$ cat src/rtl/dhm_pkg.sv
package dhm_pkg;

    typedef enum logic [1:0] {
        ACC_NONE = 2'b00,
        ACC_LOAD = 2'b01,
        ACC_ADD  = 2'b10
    } acc_mode_e;

    typedef struct packed {
        logic      sgn;
        logic      sat;
        acc_mode_e mode;
    } ctrl_t;

    function automatic acc_mode_e decode_mode(input logic [1:0] raw);
        case (raw)
            2'b01:   return ACC_LOAD;
            2'b10:   return ACC_ADD;
            default: return ACC_NONE;
        endcase
    endfunction

endpackage

$ cat src/rtl/dhm_lane_mul.sv
module dhm_lane_mul #(
    parameter int HALF_W = 16
) (
    input  logic [2*HALF_W-1:0] a_word,
    input  logic [2*HALF_W-1:0] b_word,
    input  logic                sel_odd,
    input  logic                sgn,
    input  logic                frac,
    input  logic                sat,
    output logic [2*HALF_W-1:0] prod,
    output logic                mov
);
    localparam int WORD_W = 2 * HALF_W;
    localparam logic [HALF_W-1:0] MOST_NEG = {1'b1, {(HALF_W-1){1'b0}}};
    localparam logic [WORD_W-1:0] POS_MAX  = {1'b0, {(WORD_W-1){1'b1}}};

    logic [HALF_W-1:0]        ha, hb;
    logic signed [HALF_W:0]   xa, xb;
    logic signed [WORD_W+1:0] full;
    logic [WORD_W-1:0]        raw;

    always_comb begin
        ha   = sel_odd ? a_word[HALF_W-1:0] : a_word[WORD_W-1:HALF_W];
        hb   = sel_odd ? b_word[HALF_W-1:0] : b_word[WORD_W-1:HALF_W];
        xa   = {sgn & ha[HALF_W-1], ha};
        xb   = {sgn & hb[HALF_W-1], hb};
        full = xa * xb;
        raw  = frac ? {full[WORD_W-2:0], 1'b0} : full[WORD_W-1:0];
        mov  = frac & sat & (ha == MOST_NEG) & (hb == MOST_NEG);
        prod = mov ? POS_MAX : raw;
    end
endmodule

$ cat src/rtl/dhm_lane_acc.sv
module dhm_lane_acc
    import dhm_pkg::*;
#(
    parameter int WORD_W = 32
) (
    input  logic [WORD_W-1:0] prod,
    input  logic              mov,
    input  logic [WORD_W-1:0] acc_half,
    input  ctrl_t             ctrl,
    output logic [WORD_W-1:0] val,
    output logic              ov
);
    localparam logic [WORD_W-1:0] S_MAX = {1'b0, {(WORD_W-1){1'b1}}};
    localparam logic [WORD_W-1:0] S_MIN = {1'b1, {(WORD_W-1){1'b0}}};
    localparam logic [WORD_W-1:0] U_MAX = {WORD_W{1'b1}};

    logic [WORD_W+1:0] ea, ep, sum;
    logic              s_hi, s_lo, u_hi;

    always_comb begin
        ea   = ctrl.sgn ? {{2{acc_half[WORD_W-1]}}, acc_half} : {2'b00, acc_half};
        ep   = ctrl.sgn ? {{2{prod[WORD_W-1]}}, prod} : {2'b00, prod};
        sum  = ea + ep;
        s_hi = ~sum[WORD_W+1] & (sum[WORD_W] | sum[WORD_W-1]);
        s_lo = sum[WORD_W+1] & ~(sum[WORD_W] & sum[WORD_W-1]);
        u_hi = |sum[WORD_W+1:WORD_W];
        val  = prod;
        ov   = mov;
        if (ctrl.mode == ACC_ADD) begin
            val = sum[WORD_W-1:0];
            ov  = 1'b0;
            if (ctrl.sat) begin
                ov = mov;
                if (ctrl.sgn) begin
                    if (s_hi) begin val = S_MAX; ov = 1'b1; end
                    if (s_lo) begin val = S_MIN; ov = 1'b1; end
                end else if (u_hi) begin
                    val = U_MAX;
                    ov  = 1'b1;
                end
            end
        end
    end
endmodule

$ cat src/rtl/dual_hw_mac.sv
module dual_hw_mac
    import dhm_pkg::*;
#(
    parameter int HALF_W = 16,
    parameter int LANES  = 2
) (
    input  logic                       clk,
    input  logic                       rst,
    input  logic                       in_valid,
    input  logic [LANES*2*HALF_W-1:0]  op_a,
    input  logic [LANES*2*HALF_W-1:0]  op_b,
    input  logic                       sel_odd,
    input  logic                       is_signed,
    input  logic                       is_frac,
    input  logic                       is_sat,
    input  logic [1:0]                 acc_mode,
    input  logic                       sticky_clr,
    output logic                       out_valid,
    output logic [LANES*2*HALF_W-1:0]  result,
    output logic [LANES*2*HALF_W-1:0]  acc_q,
    output logic [LANES-1:0]           ov_now,
    output logic [LANES-1:0]           ov_sticky
);
    localparam int WORD_W = 2 * HALF_W;
    localparam int VEC_W  = LANES * WORD_W;

    ctrl_t              c_in, s1_ctrl;
    logic               s1_valid;
    logic [WORD_W-1:0]  m_prod [LANES];
    logic [LANES-1:0]   m_mov, s1_mov, a_ov, new_ov;
    logic [WORD_W-1:0]  s1_prod [LANES];
    logic [VEC_W-1:0]   next_vec;
    logic               stg2_valid, stg2_sat;

    always_comb begin
        c_in.sgn  = is_signed | is_frac;
        c_in.sat  = is_sat;
        c_in.mode = decode_mode(acc_mode);
    end

    for (genvar l = 0; l < LANES; l++) begin : g_mul
        dhm_lane_mul #(.HALF_W(HALF_W)) u_mul (
            .a_word (op_a[l*WORD_W +: WORD_W]),
            .b_word (op_b[l*WORD_W +: WORD_W]),
            .sel_odd(sel_odd),
            .sgn    (c_in.sgn),
            .frac   (is_frac),
            .sat    (is_sat),
            .prod   (m_prod[l]),
            .mov    (m_mov[l])
        );
    end

    always_ff @(posedge clk) begin
        if (rst) begin
            s1_valid <= 1'b0;
            s1_ctrl  <= '0;
            s1_mov   <= '0;
            for (int i = 0; i < LANES; i++) s1_prod[i] <= '0;
        end else begin
            s1_valid <= in_valid;
            if (in_valid) begin
                s1_ctrl <= c_in;
                s1_mov  <= m_mov;
                for (int i = 0; i < LANES; i++) s1_prod[i] <= m_prod[i];
            end
        end
    end

    for (genvar l = 0; l < LANES; l++) begin : g_acc
        logic [WORD_W-1:0] lane_val;
        dhm_lane_acc #(.WORD_W(WORD_W)) u_acc (
            .prod    (s1_prod[l]),
            .mov     (s1_mov[l]),
            .acc_half(acc_q[l*WORD_W +: WORD_W]),
            .ctrl    (s1_ctrl),
            .val     (lane_val),
            .ov      (a_ov[l])
        );
        assign next_vec[l*WORD_W +: WORD_W] = lane_val;
    end

    assign stg2_valid = s1_valid;
    assign stg2_sat   = s1_ctrl.sat;
    assign new_ov     = (stg2_valid && stg2_sat) ? a_ov : '0;

    always_ff @(posedge clk) begin
        if (rst) begin
            out_valid <= 1'b0;
            result    <= '0;
            acc_q     <= '0;
            ov_now    <= '0;
            ov_sticky <= '0;
        end else begin
            out_valid <= stg2_valid;
            if (stg2_valid) begin
                result <= next_vec;
                if (s1_ctrl.mode != ACC_NONE) acc_q <= next_vec;
                if (stg2_sat) ov_now <= a_ov;
            end
            ov_sticky <= (ov_sticky & ~{LANES{sticky_clr}}) | new_ov;
        end
    end
endmodule

$ cat config.mk
export PLATFORM = sky130hd
export DESIGN_NAME = dual_hw_mac
export DESIGN_NICKNAME = d
export VERILOG_FILES = /design/src/rtl/dhm_pkg.sv /design/src/rtl/dhm_lane_mul.sv /design/src/rtl/dhm_lane_acc.sv /design/src/rtl/dual_hw_mac.sv
export SDC_FILE = /design/constraint.sdc
export NUM_CORES = 2
export LEC_CHECK = 0
export ABC_AREA = 1
export BUFFER_PORTS_ARGS = -buffer_cell sky130_fd_sc_hd__clkbuf_2
export CORE_MARGIN = 2
export CORE_UTILIZATION = 64
export CTS_CLUSTER_DIAMETER = 150
export DETAILED_ROUTE_END_ITERATION = 12
export PLACE_DENSITY = 0.84
export SETUP_SLACK_MARGIN = 0.05
export SLEW_MARGIN = 20
export SYNTH_ARGS = -nofsm -noshare
export SYNTH_HDL_FRONTEND = slang
export SYNTH_SLANG_ARGS = --single-unit
$ cat constraint.sdc
create_clock -name clk -period 7.9 [get_ports clk]
set_input_delay 0.395 -clock clk [delete_from_list [all_inputs] [get_ports clk]]
set_output_delay 0.395 -clock clk [all_outputs]
set_load 0.05 [all_outputs]
==> metrics.md <==
| Metric | Value |
|---|---|
| Core Region | between 50000 and 60000 um^2 |
| Hold Buf Count CTS | 0 |
| Slowest-stage cell, CP | fa_1 |
| # nets final | 6610 |
| Hpwl dp | 93000 um |
| Number of synthesized flops with an enable pin | 64 |
| Commonest non-fill, non-tap cells in the layout | nand2_1 (1496), inv_1 (1111), nor2_1 (667), fa_1 (566), nand3_1 (328) |
| 1st-iter DRT viols | approximately 2800 |
| Worst r2r dst | result[56] |
| Global-route wire length before repair | 181000 um |
| Placer congestion estimate | around 1 |
| Multi-input logic area | roughly 28000 um^2 |
| PortBufs | 270 |
| Clk sink count | 204 |
| Maximum operating frequency | approximately 140 MHz |
| Clock Path Buffers | 3 |
| Cells on worst reg2reg path | 24 |
| Clk slew on worst S/H paths | 0.06 ns |
| Worst-Skew Late Latency | between 0.5 and 0.6 ns |
| Synth Flop Type | dfxtp_1 |
| WL/cell | approximately 18 um |
| Remaining DRCs | 0 |
| Total Wirelength | approximately 110000 um |
| Commonest non-fill, non-tap cell in the layout | nand2_1 |
| Critical Path RT | around 8.2 ns |
| Largest net degree at the start of global routing | 96 |
| Outcome | finished, final reports clean |
| Final Hold Vio Count | 0 |
| R2R setup slack | 3.76 ns |
| Vias in the first global route | 34574 |
| Fin crit share | between 80% and 90% |
| Hold EP | ov_sticky[0] |
| Root buffer cell | clkbuf_16 |
| Die area | a little over 60000 um^2 |
| GR Util All Layers | between 30 and 40% |
| Clk_skew | between 0.01 and 0.015 ns |
| Cts repair resizes | 0 |
| Number of synthesized register bits | slightly above 200 |
| Chip Width | 248 um |
| I/O pin cnt | approximately 270 |
| Hold path cells | 4 |
| Seq/Total Area, Yosys | about an eighth |
| Max-cap check violation count | 0 |
| Warnings, synthesis | 0 |
| Asr flop ratio synth | 0% |
| Initial Utilization | between 60 and 70% |
| Least-Margin Pin Slew | approximately 1.1 ns |
| Post-CTS Setup Bufs | 0 |
| Pre-antenna DRT Iters | 8 |
| Filler instances | about 5200 |
| Final setup viols | 0 |
| Die Height | between 200 and 250 um |
| Crit start category | input port |
| Min Tclk post-route | approximately 7 ns |
| CTS tree | built |
| CP Max Fanout | 29 |
| # H-tree levels | 1 |
| Cells after Synth | approximately 5500 |
| Post-DRT Antenna Nets | 0 |
| Hold Path Origin | sticky_clr |
| Critical Path Max Stage Delay | 0.62 ns |
| Synth area leader | fa_1 |
| Worst Hold Class | input port to flip-flop |
| Layout cells sized above 1 | about 8.6% |
| Vias | 35543 |
| Area Overhead vs Synth | 7.13% |
| Top-area cell type share of the netlist area | between 20% and 30% |
| CP Data Arrival Time | between 7 and 8 ns |
| Sequential Area | 4730 um^2 |
| Post-Syn Nets | ~6400 |
| Worst Setup End Kind | flip-flop |
| Max-slew headroom | between 20% and 30% |
| CTS buffer count | 20 |
| Total grt overflow | 0 |
| Vias per inst | between 5 and 6 |
| Row count | a little under 90 |
| Synthesized area per cell | between 6 and 7 um^2 |
| Antenna violations before repair | 1 |
| Critical path type | input port to flip-flop |
| Synthesized cell area | approximately 38000 um^2 |
| Ranking of synthesized cells by area | fa_1 (30%), nand2_1 (15%), inv_1 (11%), ha_1 (7.5%), dfxtp_1 (7.3%) |
| RSZ-0062 raised after global routing | no |
| Yosys cell types | 60 |
| Worst r2r src | s1_prod[0][32] |
| Hold slack | 0.153 ns |
| TNS Setup | 0 ns |
| Final count of pins violating max slew | 0 |
-- area by class of cell --
| class | count | share of cell area, % |
|---|---|---|
| multi-input combinational | 3956 | 69.3 |
| sequential | 204 | 11.6 |
| inverter | 1153 | 10.6 |
| timing repair buffer | 341 | 4.64 |
| tap | 773 | 2.36 |
| clock buffer | 25 | 1.32 |
| clock inverter | 11 | 0.186 |
| antenna | 1 | 0.00611 |
-- flip-flops by register name, summed over array words and instances (netlist names) --
name	flops
stg2_sat	1
s1_prod	64
result	64
out_valid	1
s1_ctrl	3
acc_q	64
ov_now	2
s1_valid	1
s1_mov	2
ov_sticky	2
-- kinds of logic (layout without fill, tap and decap cells) --
group	Yosys count	after routing	share of synthesized area [%]
flops	204	204	12.4
xor+xnor	101	101	2.32
compound gates	352	352	5.50
simple gates	2705	2705	29.1
mux	2	2	0.0721
other cells	0	1	0
fa+ha+maj	796	796	37.2
buf+inv	1334	1530	13.4
-- routing by layer --
layer	global-route usage, %	share of wire [%]	wire length, um	vias to the layer above
met5	0	0	0	-
met4	12.6	3.5	3990	0
met2	60.6	45	52100	1669
met1	50.2	40	46500	16772
li1	-	-	-	16839
met3	8.14	11	12300	263
-- worst max-delay path: cells and delay by family --
kind / cells / cell delay, ns
buffers and inverters: 10 / 1.52
adders and majority gates: 7 / 3.42
and+or+nand+nor: 8 / 1.21
AOI/OAI and AO/OA: 5 / 0.81
-- synth_stat cells, types with 16 or more instances --
cell type,count
or2_1,30
nor3_1,29
nand4_1,42
inv_1,1112
nand3_1,328
xnor2_1,64
ha_1,230
inv_2,22
o21bai_1,18
o21a_1,24
a21oi_1,146
fa_1,566
dfxtp_1,140
nand2_1,1497
nand2_2,16
or2_2,31
o211ai_1,16
nor2_1,670
xor2_1,37
edfxtp_1,64
clkbuf_1,139
clkinv_1,18
o21ai_1,25
o21ai_0,61
-- through the flow --
step	setup slack (ns)	area, um^2	cells	utilization (%)
global placement	0.458	40300	6427	68.3
finish	0.793	40900	6464	69.3
floorplan	1.31	38200	5494	-
global route	0.433	40900	6463	69.3
detailed placement	0.383	40300	6427	68.3
CTS	0.925	40900	6463	69.3
-- worst max-delay path by stage --
stage | slack [ns] | cells after the start | endpoint | from
floorplan | 1.31 | 28 | s1_prod[0][23] | sel_odd
global placement | 0.46 | 27 | s1_prod[0][23] | sel_odd
detailed placement | 0.38 | 27 | s1_prod[0][56] | sel_odd
CTS | 0.92 | 27 | s1_prod[0][56] | sel_odd
global route | 0.43 | 26 | s1_prod[0][56] | sel_odd
finish | 0.79 | 30 | s1_prod[0][58] | sel_odd
Power is not shown: default switching activity piles up to over one toggle a cycle in this logic, so the estimate is an artifact.
